## src/rtl/lcd_sync_gen.sv

```systemverilog
`timescale 1ns/1ps
module lcd_sync_gen #(
  parameter int HW           = 12,
  parameter int VW           = 11,
  parameter int DEF_H_TOTAL  = 1344,
  parameter int DEF_H_ACTIVE = 1280,
  parameter int DEF_H_BP     = 24,
  parameter int DEF_H_SW     = 16,
  parameter int DEF_V_TOTAL  = 806,
  parameter int DEF_V_ACTIVE = 768,
  parameter int DEF_V_BP     = 10,
  parameter int DEF_V_SW     = 6
) (
  input  logic          clk,
  input  logic          rst_n,
  input  logic          en,
  input  logic          cfg_ld,
  input  logic [HW-1:0] cfg_h_total,
  input  logic [HW-1:0] cfg_h_active,
  input  logic [HW-1:0] cfg_h_bp,
  input  logic [HW-1:0] cfg_h_sw,
  input  logic [VW-1:0] cfg_v_total,
  input  logic [VW-1:0] cfg_v_active,
  input  logic [VW-1:0] cfg_v_bp,
  input  logic [VW-1:0] cfg_v_sw,
  output logic          de,
  output logic          hsync,
  output logic          vsync,
  output logic [HW-1:0] pix_x,
  output logic [VW-1:0] line_y
);

  localparam int D_DE_HS = DEF_H_TOTAL - DEF_H_ACTIVE - 1;
  localparam int D_HS_S  = (D_DE_HS + 2*DEF_H_TOTAL - DEF_H_BP - DEF_H_SW) % DEF_H_TOTAL;
  localparam int D_HS_E  = (D_DE_HS + 2*DEF_H_TOTAL - DEF_H_BP) % DEF_H_TOTAL;
  localparam int D_DE_VS = DEF_V_TOTAL - DEF_V_ACTIVE;
  localparam int D_VS_S  = (D_DE_VS + 2*DEF_V_TOTAL - DEF_V_BP - DEF_V_SW) % DEF_V_TOTAL;
  localparam int D_VS_E  = (D_DE_VS + 2*DEF_V_TOTAL - DEF_V_BP) % DEF_V_TOTAL;

  function automatic logic [HW-1:0] h_mod(input logic [HW-1:0] base,
                                          input logic [HW:0]   sub,
                                          input logic [HW-1:0] total);
    logic [HW+1:0] t;
    t = {2'b00, base} + {2'b00, total} - {1'b0, sub};
    if (t >= {2'b00, total}) t = t - {2'b00, total};
    return t[HW-1:0];
  endfunction

  function automatic logic [VW-1:0] v_mod(input logic [VW-1:0] base,
                                          input logic [VW:0]   sub,
                                          input logic [VW-1:0] total);
    logic [VW+1:0] t;
    t = {2'b00, base} + {2'b00, total} - {1'b0, sub};
    if (t >= {2'b00, total}) t = t - {2'b00, total};
    return t[VW-1:0];
  endfunction

  function automatic logic h_span(input logic [HW-1:0] x, input logic [HW-1:0] s,
                                  input logic [HW-1:0] e);
    return (s <= e) ? (x >= s && x < e) : (x >= s || x < e);
  endfunction

  function automatic logic v_span(input logic [VW-1:0] y, input logic [VW-1:0] s,
                                  input logic [VW-1:0] e);
    return (s <= e) ? (y >= s && y < e) : (y >= s || y < e);
  endfunction

  // holding copy of the raw panel figures
  logic [HW-1:0] p_ht, p_ha, p_hbp, p_hsw;
  logic [VW-1:0] p_vt, p_va, p_vbp, p_vsw;
  logic          pend;

  // live geometry, stored as edge positions
  logic [HW-1:0] h_last, de_hs, hs_s, hs_e;
  logic [VW-1:0] v_last, de_vs, vs_s, vs_e;

  logic [HW-1:0] n_de_hs;
  logic [VW-1:0] n_de_vs;
  assign n_de_hs = p_ht - p_ha - HW'(1);
  assign n_de_vs = p_vt - p_va;

  logic frame_end, apply;
  assign frame_end = (pix_x == h_last) && (line_y == v_last);
  assign apply     = pend && (!en || frame_end);

  always_ff @(posedge clk or negedge rst_n) begin
    if (!rst_n) begin
      p_ht  <= HW'(DEF_H_TOTAL);
      p_ha  <= HW'(DEF_H_ACTIVE);
      p_hbp <= HW'(DEF_H_BP);
      p_hsw <= HW'(DEF_H_SW);
      p_vt  <= VW'(DEF_V_TOTAL);
      p_va  <= VW'(DEF_V_ACTIVE);
      p_vbp <= VW'(DEF_V_BP);
      p_vsw <= VW'(DEF_V_SW);
      pend  <= 1'b0;
    end else begin
      if (apply) pend <= 1'b0;
      if (cfg_ld) begin
        p_ht  <= cfg_h_total;
        p_ha  <= cfg_h_active;
        p_hbp <= cfg_h_bp;
        p_hsw <= cfg_h_sw;
        p_vt  <= cfg_v_total;
        p_va  <= cfg_v_active;
        p_vbp <= cfg_v_bp;
        p_vsw <= cfg_v_sw;
        pend  <= 1'b1;
      end
    end
  end

  always_ff @(posedge clk or negedge rst_n) begin
    if (!rst_n) begin
      h_last <= HW'(DEF_H_TOTAL - 1);
      de_hs  <= HW'(D_DE_HS);
      hs_s   <= HW'(D_HS_S);
      hs_e   <= HW'(D_HS_E);
      v_last <= VW'(DEF_V_TOTAL - 1);
      de_vs  <= VW'(D_DE_VS);
      vs_s   <= VW'(D_VS_S);
      vs_e   <= VW'(D_VS_E);
    end else if (apply) begin
      h_last <= p_ht - HW'(1);
      de_hs  <= n_de_hs;
      hs_s   <= h_mod(n_de_hs, {1'b0, p_hbp} + {1'b0, p_hsw}, p_ht);
      hs_e   <= h_mod(n_de_hs, {1'b0, p_hbp}, p_ht);
      v_last <= p_vt - VW'(1);
      de_vs  <= n_de_vs;
      vs_s   <= v_mod(n_de_vs, {1'b0, p_vbp} + {1'b0, p_vsw}, p_vt);
      vs_e   <= v_mod(n_de_vs, {1'b0, p_vbp}, p_vt);
    end
  end

  always_ff @(posedge clk or negedge rst_n) begin
    if (!rst_n) begin
      pix_x  <= '0;
      line_y <= '0;
    end else if (!en) begin
      pix_x  <= '0;
      line_y <= '0;
    end else if (pix_x == h_last) begin
      pix_x  <= '0;
      line_y <= (line_y == v_last) ? '0 : line_y + VW'(1);
    end else begin
      pix_x  <= pix_x + HW'(1);
    end
  end

  logic [VW-1:0] prev_line;
  logic          vs_here, vs_prev;
  assign prev_line = (line_y == '0) ? v_last : line_y - VW'(1);
  assign vs_here   = v_span(line_y, vs_s, vs_e);
  assign vs_prev   = v_span(prev_line, vs_s, vs_e);

  assign de    = en && h_span(pix_x, de_hs, h_last) && (line_y >= de_vs);
  assign hsync = en && h_span(pix_x, hs_s, hs_e);
  assign vsync = en && ((pix_x >= hs_s) ? vs_here : vs_prev);

endmodule

```

## config.mk

```make
export PLATFORM = sky130hd
export DESIGN_NAME = lcd_sync_gen
export DESIGN_NICKNAME = d
export VERILOG_FILES = /design/src/rtl/lcd_sync_gen.sv
export SDC_FILE = /design/constraint.sdc
export NUM_CORES = 1
export LEC_CHECK = 0
export ABC_AREA = 1
export BUFFER_PORTS_ARGS = -buffer_cell sky130_fd_sc_hd__buf_2
export CORE_MARGIN = 2
export CORE_UTILIZATION = 40
export CTS_BUF_LIST = sky130_fd_sc_hd__clkbuf_4
export DETAILED_ROUTE_END_ITERATION = 10
export PLACE_DENSITY = 0.64
export SYNTH_ARGS = -nofsm -noshare
export SYNTH_HDL_FRONTEND = slang
export SYNTH_SLANG_ARGS = --single-unit
```

## constraint.sdc

```tcl
create_clock -name clk -period 5.4 [get_ports clk]
set_input_delay 0.27 -clock clk [delete_from_list [all_inputs] [get_ports clk]]
set_output_delay 0.27 -clock clk [all_outputs]
set_load 0.03 [all_outputs]
```

Word-level counts from Yosys, hierarchy flattened
Cells that the tools add are included.
W data, S select, Z words.
{ "word_totals": {"ff_bits": 208, "out_inout_bits": 26} }
{ "op_classes": {"eq_ne": 3, "n_mux": 17, "n_reduce_logical": 18, "add_sub_neg": 20, "magnitude_cmp": 16} }
{ "ops": {"columns": ["operator", "count"], "rows": [
  ["$mux W11", 6],
  ["$mux W12", 4],
  ["$sub A12 B12 Y12", 3],
  ["$ge A11 B11 Y1", 3],
  ["$sub A11 B11 Y11", 3],
  ["$ge A14 B12 Y1", 2],
  ["$add A12 B12 Y13", 2],
  ["$ge A13 B11 Y1", 2],
  ["$add A11 B11 Y12", 2],
  ["$ge A12 B12 Y1", 2],
  ["$le A12 B12 Y1", 2],
  ["$lt A12 B12 Y1", 2],
  ["$sub A12 B1 Y12 const B", 2],
  ["$lt A11 B11 Y1", 2],
  ["$sub A11 B1 Y11 const B", 2],
  ["$sub A13 B12 Y14", 1],
  ["$sub A13 B13 Y14", 1],
  ["$sub A12 B11 Y13", 1],
  ["$sub A12 B12 Y13", 1],
  ["$add A12 B1 Y12 const B", 1],
  ["$eq A12 B12 Y1", 1],
  ["$add A11 B1 Y11 const B", 1],
  ["$eq A11 B11 Y1", 1],
  ["$le A11 B11 Y1", 1],
  ["7 further kinds", 26]
]} }

Longest topological paths before layout
Gate-level depths: netlist of the first run.
{ "depth": {"ltp_word": 7, "mapped_depth": 38, "ltp_nobuf": 37} }

Worst setup path after synthesis of the first run
Ideal clock, no wire load.
{ "synth_path": {"kind": "flip-flop to flip-flop", "from": "reg p_vt[1]", "to": "reg vs_s[0]", "required_time_ns": 5.283, "arrival_time_ns": 5.695, "stages_incl_launch_ff": 33, "setup_slack_ns": -0.413, "setup_time_ns": 0.117, "path_buffers": 1, "cell_sequence": "dfstp_2 inv_1 fa_1 o21ai_0 a21oi_1 o21ai_0 xor2_1 inv_1 ha_1 nand2_1 o21ai_0 xor2_1 inv_1 fa_1 inv_1 ha_1 nand2_1 a21oi_1 nor2_1 nand2_1 xor2_1 inv_1 ha_1 inv_1 nor3_1 nand3_1 nand4_1 nand3_1 nand3_1 clkbuf_1 nand2_1 nand3_1 nand2_1"} }
{ "synth_between": {"elab_chain_len": 5} }
{ "synth_rtl": {"columns": ["element", "line", "text"], "rows": [
  ["start, declared", "70", "logic [VW-1:0] p_vt, p_va, p_vbp, p_vsw;"],
  ["start signal, assigned", "92", "p_vt <= VW'(DEF_V_TOTAL);"],
  ["start signal, assigned", "104", "p_vt <= cfg_v_total;"],
  ["$sub A11 B11 Y11", "80", "assign n_de_vs = p_vt - p_va;"],
  ["via n_de_vs[6]", "78", "logic [VW-1:0] n_de_vs;"],
  ["$add A11 B11 Y12", "53", "t = {2'b00, base} + {2'b00, total} - {1'b0, sub};"],
  ["$sub A12 B12 Y13", "53", null],
  ["$ge A13 B11 Y1", "54", "if (t >= {2'b00, total}) t = t - {2'b00, total};"],
  ["$mux W11", "54", null],
  ["end signal, assigned", "121", "vs_s <= VW'(D_VS_S);"],
  ["end signal, assigned", "130", "vs_s <= v_mod(n_de_vs, {1'b0, p_vbp} + {1'b0, p_vsw}, p_vt);"],
  ["end, declared", "75", "logic [VW-1:0] v_last, de_vs, vs_s, vs_e;"]
]} }
The timed path passes the listed nets, and every way through them passes these cells.
A chain may end at the register's enable or synchronous reset.

Worst setup path in the final report of the first run
{ "layout_path": {"from": "reg p_vt[1]", "to": "reg vs_s[8]"} }
{ "layout_between": {"elab_chain_len": 5, "word_cells_on_any_way": 6, "classes_between": "add/sub (4); order compare (1); mux (1)"} }
{ "layout_rtl": {"columns": ["element", "line"], "rows": [
  ["$sub A11 B11 Y11 *", "80"],
  ["via n_de_vs[6]", "78"],
  ["$add A11 B11 Y12 *", "53"],
  ["$sub A12 B12 Y13 *", "53"],
  ["$sub A11 B11 Y11 / $ge A13 B11 Y1 (equally long branches)", "54"],
  ["$mux W11 *", "54"]
]} }
Mark *: on every way through the listed nets, which the timed path passes. The rest lies on a longest branch.

==> reports/metrics.csv, run 1 <==
metric,value,unit
Tcrit/Tclk final,1.06,
TritonRoute pass-1 iters,6,
Fin Hold WS,0.0634,ns
unique cell type count in the Yosys netlist,48,
critical path's top delay family,adder cells,
worst hold path class,in -> async,
largest net degree at the start of global routing,88,
Slew HR,0.291,
number of synthesized flops with an enable pin,0,
slew at the pin closest to its max-slew limit,1.06,ns
ys async rst share,1.00,
CTS Buf Count,58,
DP Area,22800,um^2
Fin Clk Skew,0.0453,ns
register area share after synthesis,0.268,
final wirelength,66900,um
synthesized flop and latch total,208,
core area,48700,um^2
Setup crit start kind,register,
H-tree depth,2,
fmax,175,MHz
cells after synthesis,2699,
Post-Syn Area,19700,um^2
Clock Path Buffers,3,
DP HPWL,49500,um
CP required,6.07,ns
number of global-route vias before repair,19514,
Layout area overhead,39.1,%
WP buf/inv,7,
CP max stage delay,0.57,ns
share of the synthesized area in the top cell type,0.194,
WL/cell,16.8,um
Synth Net Count,3108,
Most common cell on crit path,ha_4,
vias per inst,5.11,
"Net count, final",3678,
number of nets with antenna violations after routing,0,
Yosys warning count,0,
RSZ-0062 raised after global routing,yes,
Die Y,226,um
initial antenna violation count,1,
fin crit period,5.72,ns
CTS sink cnt,208,
CP Depth,33,
most frequent cells in the layout,"nand2_1, inv_1, buf_4",
failing checks,setup timing,
kind of critical path,reg -> reg,
setup ws final,-0.318,ns
starting density of the core,0.404,
drc violations,0,
"Avg Cell Area, Syn",7.29,um^2
Detailed Route Iter0 Violations,1585,
"Clk Latency, worst-skew pair",0.81,ns
share of cells above drive strength 1,0.286,
Reg2Reg Depth,33,
# rows,81,
max-slew violation count,0,
status,finished with violations,
GR Overflow Total,0,
Total GRT Usage,0.254,
Final Cell Area,27400,um^2
setup violators final,43,
Die Footprint,51000,um^2
endpoint class of the critical path,register,
"Clk pin slew, worst setup/hold paths",0.07,ns
# Max-Cap Violations,0,
Area contributors post-synth,"dfrtp_1, ha_1, nand2_1",
Final Non-Filler Cells,3983,
Cells after DPL,3676,
"Slowest-stage cell, CP",dfstp_2,
"area leader, netlist",dfrtp_1,
Final Wtd Congestion,0.956,
global-route wire length before repair,103000,um
root buf cell,clkbuf_4,
IO Pins,122,
dpl ws,-0.579,ns
"most common cell after layout, fill and taps aside",nand2_1,
final hold viol count,0,
crit path DAT,6.39,ns
"Primary FF master, synth",dfrtp_1,
Vias,20353,
CTS tree,done,
"Max FO, Critical Path",6,
IO Port Bufs,121,
Die W,226,um
-- routing by layer --
layer | wire length [um] | vias to the layer above | track usage
met5 | 0 | - | 0
met4 | 1890 | 0 | 0.0778
met3 | 3970 | 134 | 0.0355
met2 | 29300 | 605 | 0.394
met1 | 31700 | 9598 | 0.366
li1 | - | 10016 | -
-- synthesized netlist by cell type, types with 5 or more instances --
cell / count
o21ai_1: 11
clkbuf_1: 35
o211ai_1: 8
inv_1: 419
dfrtp_1: 153
nand4_1: 59
nand2_1: 659
nor2_1: 142
ha_1: 280
a31oi_1: 11
nand3_1: 163
o2111ai_1: 5
buf_2: 18
nor4_1: 6
o21a_1: 11
nand3b_1: 8
xor2_1: 98
fa_1: 33
o21bai_1: 10
buf_6: 8
dfstp_2: 55
a21oi_1: 174
xnor2_1: 48
o21ai_0: 208
nor3_1: 35
-- through the flow --
stage,TNS (ns),util
4_1_cts,-0.785,0.534
2_1_floorplan,0,-
3_3_place_gp,-11.61,0.467
6_report,-5.79,0.562
3_5_place_dp,-15.29,0.467
5_1_grt,-15.15,0.562
-- sequential cells by signal (all words and copies together), names as in the netlist --
signal and cells:
pix_x 12, vs_s 11, hs_s 12, vs_e 11
p_ht 12, p_vbp 11, p_vsw 11, pend 1
p_hbp 12, hs_e 12, p_va 11, de_vs 11
p_ha 12, de_hs 12, p_vt 11, p_hsw 12
h_last 12, line_y 11, v_last 11
-- worst paths after layout --
kind	from	end	slack [ns]
max in group asynchronous	rst_n	hs_s[8]	3.92
min in group clk	cfg_ld	p_vt[6]	0.07
max reg2reg	p_vt[1]	vs_s[8]	-0.32
min reg2reg	hs_e[1]	hs_e[1]	0.46
min	rst_n	p_vbp[2]	0.06
max	p_vt[1]	vs_s[8]	-0.32
-- repair_timing --
action	CTS	global route
resized for setup	168	263
setup endpoints to repair	46	46
hold endpoints to repair	178	0
buffers inserted	36	35
hold buffers	121	0
cloned	2	4
pin swaps	54	167
-- cells by family after synthesis --
logic type / count (synthesis) / synth area share
AND/OR/NAND/NOR: 1084 / 0.232
XOR/XNOR: 146 / 0.0650
AO/OA/AOI/OAI: 464 / 0.127
flip-flops: 208 / 0.268
buffers and inverters: 484 / 0.0966
adder cells (fa/ha/maj): 313 / 0.212
-- final cells by class --
cell class / instances / area (um^2)
fillers: 4393 / 21400
multi-input cells: 2007 / 14500
flip-flops and latches: 208 / 5270
repair buffers: 572 / 4380
inverters: 422 / 1600
well taps: 664 / 831
clock buffers: 85 / 638
clock inverters: 24 / 159
diodes: 1 / 2.50
Power of run 1 is not shown: default switching activity piles up to over one toggle a cycle in this logic, so the estimate is an artifact.
==> inputs of run 2 (changes only) <==
--- a/config.mk
+++ b/config.mk
@@ -7,6 +7,8 @@
 export LEC_CHECK = 0
 export ABC_AREA = 1
 export BUFFER_PORTS_ARGS = -buffer_cell sky130_fd_sc_hd__buf_2
+export CAP_MARGIN = 20
+export CORE_ASPECT_RATIO = 1.1
 export CORE_MARGIN = 2
 export CORE_UTILIZATION = 40
 export CTS_BUF_LIST = sky130_fd_sc_hd__clkbuf_4
==> reports/metrics.csv, run 2 (synthesis gave the netlist of run 1 again) <==
metric,value,unit
drc violations,0,
Final Non-Filler Cells,3924,
Tcrit/Tclk final,1.03,
Die W,216,um
Die Footprint,51000,um^2
Die Y,237,um
core area,48800,um^2
global route hottest layer,met2,
Fin Hold WS,0.0452,ns
failing checks,setup timing,
grt met1 use,0.346,
IO Port Bufs,121,
crit path DAT,6.29,ns
Vias,20146,
number of global-route vias before repair,19887,
IO Pins,122,
root buf cell,clkbuf_4,
"Slowest-stage cell, CP",fa_1,
Detailed Route Iter0 Violations,1270,
status,finished with violations,
Final Wtd Congestion,0.949,
"Max FO, Critical Path",6,
# Max-Cap Violations,0,
max-slew violation count,0,
initial antenna violation count,4,
endpoint class of the critical path,register,
"Clk pin slew, worst setup/hold paths",0.07,ns
CTS sink cnt,208,
"Net count, final",3636,
worst hold path class,in -> async,
fmax,180,MHz
"most common cell after layout, fill and taps aside",nand2_1,
slew at the pin closest to its max-slew limit,0.969,ns
starting density of the core,0.403,
RSZ-0062 raised after global routing,yes,
CP max stage delay,0.44,ns
Reg2Reg Depth,32,
met3 usage,0.0329,
CP required,6.12,ns
GR Overflow Total,0,
Setup crit start kind,register,
number of nets with antenna violations after routing,0,
Fin Clk Skew,0.0623,ns
# rows,85,
setup ws final,-0.168,ns
fin crit period,5.57,ns
H-tree depth,2,
vias per inst,5.13,
global-route wire length before repair,103000,um
Setup TNS Final,-2.51,ns
Slew HR,0.350,
DP HPWL,48800,um
GR Util met2,0.400,
largest net degree at the start of global routing,98,
Cells after DPL,3639,
TritonRoute pass-1 iters,8,
CTS tree,done,
final hold viol count,0,
Clock Path Buffers,3,
WL/cell,16.7,um
Most common cell on crit path,nand2_1,
final wirelength,65400,um
setup violators final,23,
most frequent cells in the layout,"nand2_1, inv_1, buf_4",
"Clk Latency, worst-skew pair",0.82,ns
CTS Buf Count,55,
share of cells above drive strength 1,0.256,
Total GRT Usage,0.251,
Layout area overhead,35.4,%
kind of critical path,reg -> reg,
run 2: cell count changes in the layout (fill, tap and decap cells not counted), moves of 6 or more:
cell / previous run / this run
buf_4: 313 / 273
nand2_1: 593 / 611
nand3_1: 119 / 137
nand3_2: 41 / 27
nand2_2: 53 / 40
buf_6: 17 / 9
inv_1: 389 / 396
dlygate4sd3_1: 121 / 127
run 2: area by class of cell:
cell class	instances	area, um^2
clock inverters	18	76.3
fillers	4529	22200
repair buffers	533	4100
inverters	422	1590
diodes	1	2.50
well taps	652	816
flip-flops and latches	208	5270
clock buffers	83	623
multi-input cells	2007	14200
run 2: timing repair:
| item | in CTS | in global routing |
|---|---|---|
| endpoints found under the hold margin | 167 | 0 |
| setup buffers | 32 | 18 |
| cloned | 3 | 4 |
| hold buffers | 127 | 0 |
| endpoints found under the setup margin | 46 | 46 |
| pin swaps | 90 | 63 |
| gates resized for setup | 164 | 183 |
run 2: worst max-delay path: cells and delay by family (launching register included):
kind / cells / cell delay (ns)
adder cells (fa/ha/maj): 5 / 1.57
AND/OR/NAND/NOR: 12 / 1.06
AO/OA/AOI/OAI: 6 / 0.94
buffers and inverters: 6 / 0.85
XOR/XNOR: 3 / 0.64
flip-flops: 1 / 0.42
run 2: path summary, 6_finish.rpt:
check                              from  slack [ns]         to
worst min-delay path              rst_n        0.05  de_vs[10]
worst max-delay path            p_ht[2]       -0.17    hs_s[6]
max in group asynchronous         rst_n        3.97    p_vt[3]
worst min register to register  hs_e[5]        0.47    hs_e[5]
min in group clk                 cfg_ld        0.08   p_ha[11]
worst max register to register  p_ht[2]       -0.17    hs_s[6]
run 2: through the flow:
| step | instance area, um^2 | util | setup slack, ns |
|---|---|---|---|
| after floorplan | 19800 | - | 0.00732 |
| after global placement | 22600 | 0.463 | -0.334 |
| after detailed placement | 22600 | 0.463 | -0.490 |
| after CTS | 25700 | 0.526 | -0.126 |
| after global routing | 26700 | 0.546 | -0.425 |
| final | 26700 | 0.546 | -0.168 |
run 2: routing by layer:
layer / wire (um) / part of all wire
met5: 14 / 0.00021
met4: 2310 / 0.035
met3: 3710 / 0.057
met2: 29200 / 0.45
met1: 30200 / 0.46
Power of run 2 is left out for the same reason.
==> inputs of run 3 (changes only) <==
--- a/config.mk
+++ b/config.mk
@@ -5,7 +5,7 @@
 export SDC_FILE = /design/constraint.sdc
 export NUM_CORES = 1
 export LEC_CHECK = 0
-export ABC_AREA = 1
+export ABC_AREA = 0
 export BUFFER_PORTS_ARGS = -buffer_cell sky130_fd_sc_hd__buf_2
 export CAP_MARGIN = 20
 export CORE_ASPECT_RATIO = 1.1
==> reports/metrics.csv, run 3 <==
metric,value,unit
status,finished with violations,
failing checks,setup timing,
setup ws final,-0.672,ns
R2R Path Start,p_ha[0],
most frequent cell after synthesis,ha_1,
Die Footprint,48600,um^2
fin crit period,6.07,ns
"Net count, final",3180,
IO Port Bufs,121,
global-route wire length before repair,95000,um
"setup slack, reg-to-reg",-0.67,ns
Synth Area in Compound Gates,0.200,
max-slew violation count,0,
# rows,83,
CP required,6.12,ns
Layout area overhead,39.4,%
DP HPWL,46000,um
Fin Clk Skew,0.0507,ns
final hold viol count,0,
WL/cell,18.0,um
"Clk pin slew, worst setup/hold paths",0.07,ns
unique cell type count in the Yosys netlist,83,
Cells after DPL,3142,
DP Area,22400,um^2
Clock Path Buffers,3,
Simple-Gate Fraction of Synth Area,0.150,
# Max-Cap Violations,0,
largest net degree at the start of global routing,128,
Tcrit/Tclk final,1.12,
Final Util,0.562,
Vias,18248,
share of the synthesized area in the top cell type,0.204,
Final Cell Area,26100,um^2
number of global-route vias before repair,18007,
fillers,4085,
most frequent cells in the layout,"buf_4, ha_1, inv_1",
number of synthesized flops with an enable pin,0,
synthesized flop and latch total,208,
largest family of logic cells by synthesized area,adder cells,
Area contributors post-synth,"dfrtp_1, ha_1, dfstp_2",
final wirelength,61300,um
Slew HR,0.330,
fmax,165,MHz
"most common cell after layout, fill and taps aside",buf_4,
slew at the pin closest to its max-slew limit,1.01,ns
"Primary FF master, synth",dfrtp_1,
CTS Buf Count,55,
synth cell count leaders,"ha_1, inv_1, nand2_1",
CP max stage delay,0.58,ns
core area,46400,um^2
worst hold path class,in -> reg,
Setup TNS Final,-17.63,ns
endpoint class of the critical path,register,
share of cells above drive strength 1,0.319,
ys async rst share,1.00,
WP buf/inv,3,
post-synthesis mux area share,0.0191,
critical path's top delay family,compound AO/OA/AOI/OAI gates,
"Avg Cell Area, Syn",8.63,um^2
Worst Setup SP,p_ha[0],
Yosys warning count,0,
initial antenna violation count,1,
number of nets with antenna violations after routing,0,
H-tree depth,2,
kind of critical path,reg -> reg,
Setup crit start kind,register,
"Clk Latency, worst-skew pair",0.83,ns
register area share after synthesis,0.282,
drc violations,0,
Post-Syn Area,18700,um^2
adder-cell share of the synthesized area,0.223,
crit path DAT,6.79,ns
"Max FO, Critical Path",4,
"area leader, netlist",dfrtp_1,
TritonRoute pass-1 iters,5,
CTS sink cnt,208,
CTS tree,done,
vias per inst,5.35,
Die W,210,um
Die Y,231,um
setup violators final,46,
RSZ-0062 raised after global routing,yes,
starting density of the core,0.403,
Total GRT Usage,0.247,
"Slowest-stage cell, CP",fa_1,
cells after synthesis,2169,
root buf cell,clkbuf_4,
GR Overflow Total,0,
hold_sp,cfg_ld,
post-synthesis xor/xnor area fraction,0.0669,
IO Pins,122,
Final Wtd Congestion,0.948,
Detailed Route Iter0 Violations,963,
Final Non-Filler Cells,3414,
Synth Net Count,2578,
-- run 3: cell types whose count changed in the layout (fill, tap and decap cells not counted), sizes merged, moves of 31 or more --
cell | before | now
nor2b | 0 | 39
buf | 404 | 503
nand3 | 164 | 42
nand2 | 662 | 203
dlygate4sd3 | 127 | 96
a21oi | 174 | 103
xnor2 | 48 | 107
a21o | 4 | 37
xor2 | 98 | 36
inv | 422 | 233
-- run 3: routing by layer --
metal / share of wire / wire length, um / GRT usage / vias to the layer above
met5: 0 / 0 / 0 / -
met4: 0.034 / 2070 / 0.0867 / 0
met3: 0.051 / 3110 / 0.0397 / 138
li1: - / - / - / 8933
met2: 0.46 / 28000 / 0.397 / 503
met1: 0.46 / 28200 / 0.335 / 8674
-- run 3: what timing repair did --
action,4_1_cts,5_1_grt
hold buffers,96,0
buffers inserted,37,28
gates cloned,5,2
pin swaps,69,107
hold endpoints to repair,186,0
endpoints found under the setup margin,47,47
resized for setup,107,156
-- run 3: area by class of cell --
type	instances	area, um^2	area share
multi-input cells	1672	13800	0.528
clock inverters	26	191	0.00734
well taps	595	744	0.0285
repair buffers	601	4630	0.177
flip-flops and latches	208	5280	0.202
clock buffers	78	586	0.0224
diodes	1	2.50	0.0000959
inverters	233	878	0.0337
-- run 3: cells by family after synthesis --
kind of cell,Yosys count
compound gates,590
simple gates,589
mux,33
fa+ha+maj,314
xor+xnor,143
buf+inv,292
flops,208
-- run 3: worst paths after layout --
check	endpoint	depth (start not counted)
max	hs_s[0]	28
min	p_hbp[3]	3
max reg2reg	hs_s[0]	28
min reg2reg	de_vs[1]	2
max in group asynchronous	h_last[6]	4
min in group asynchronous	p_ht[9]	3
-- run 3: metrics by stage --
step	hold slack, ns	setup slack [ns]
floorplan	-0.0256	-0.479
global placement	0.281	-0.605
detailed placement	0.286	-0.760
CTS	0.0860	-0.607
global route	0.160	-1.00
finish	0.110	-0.672
-- run 3: worst min-delay path: stages --
cell     delay, ns
buf_4         0.39
nand2_1       0.15
o21ai_0       0.07
Power of run 3 is left out for the same reason.
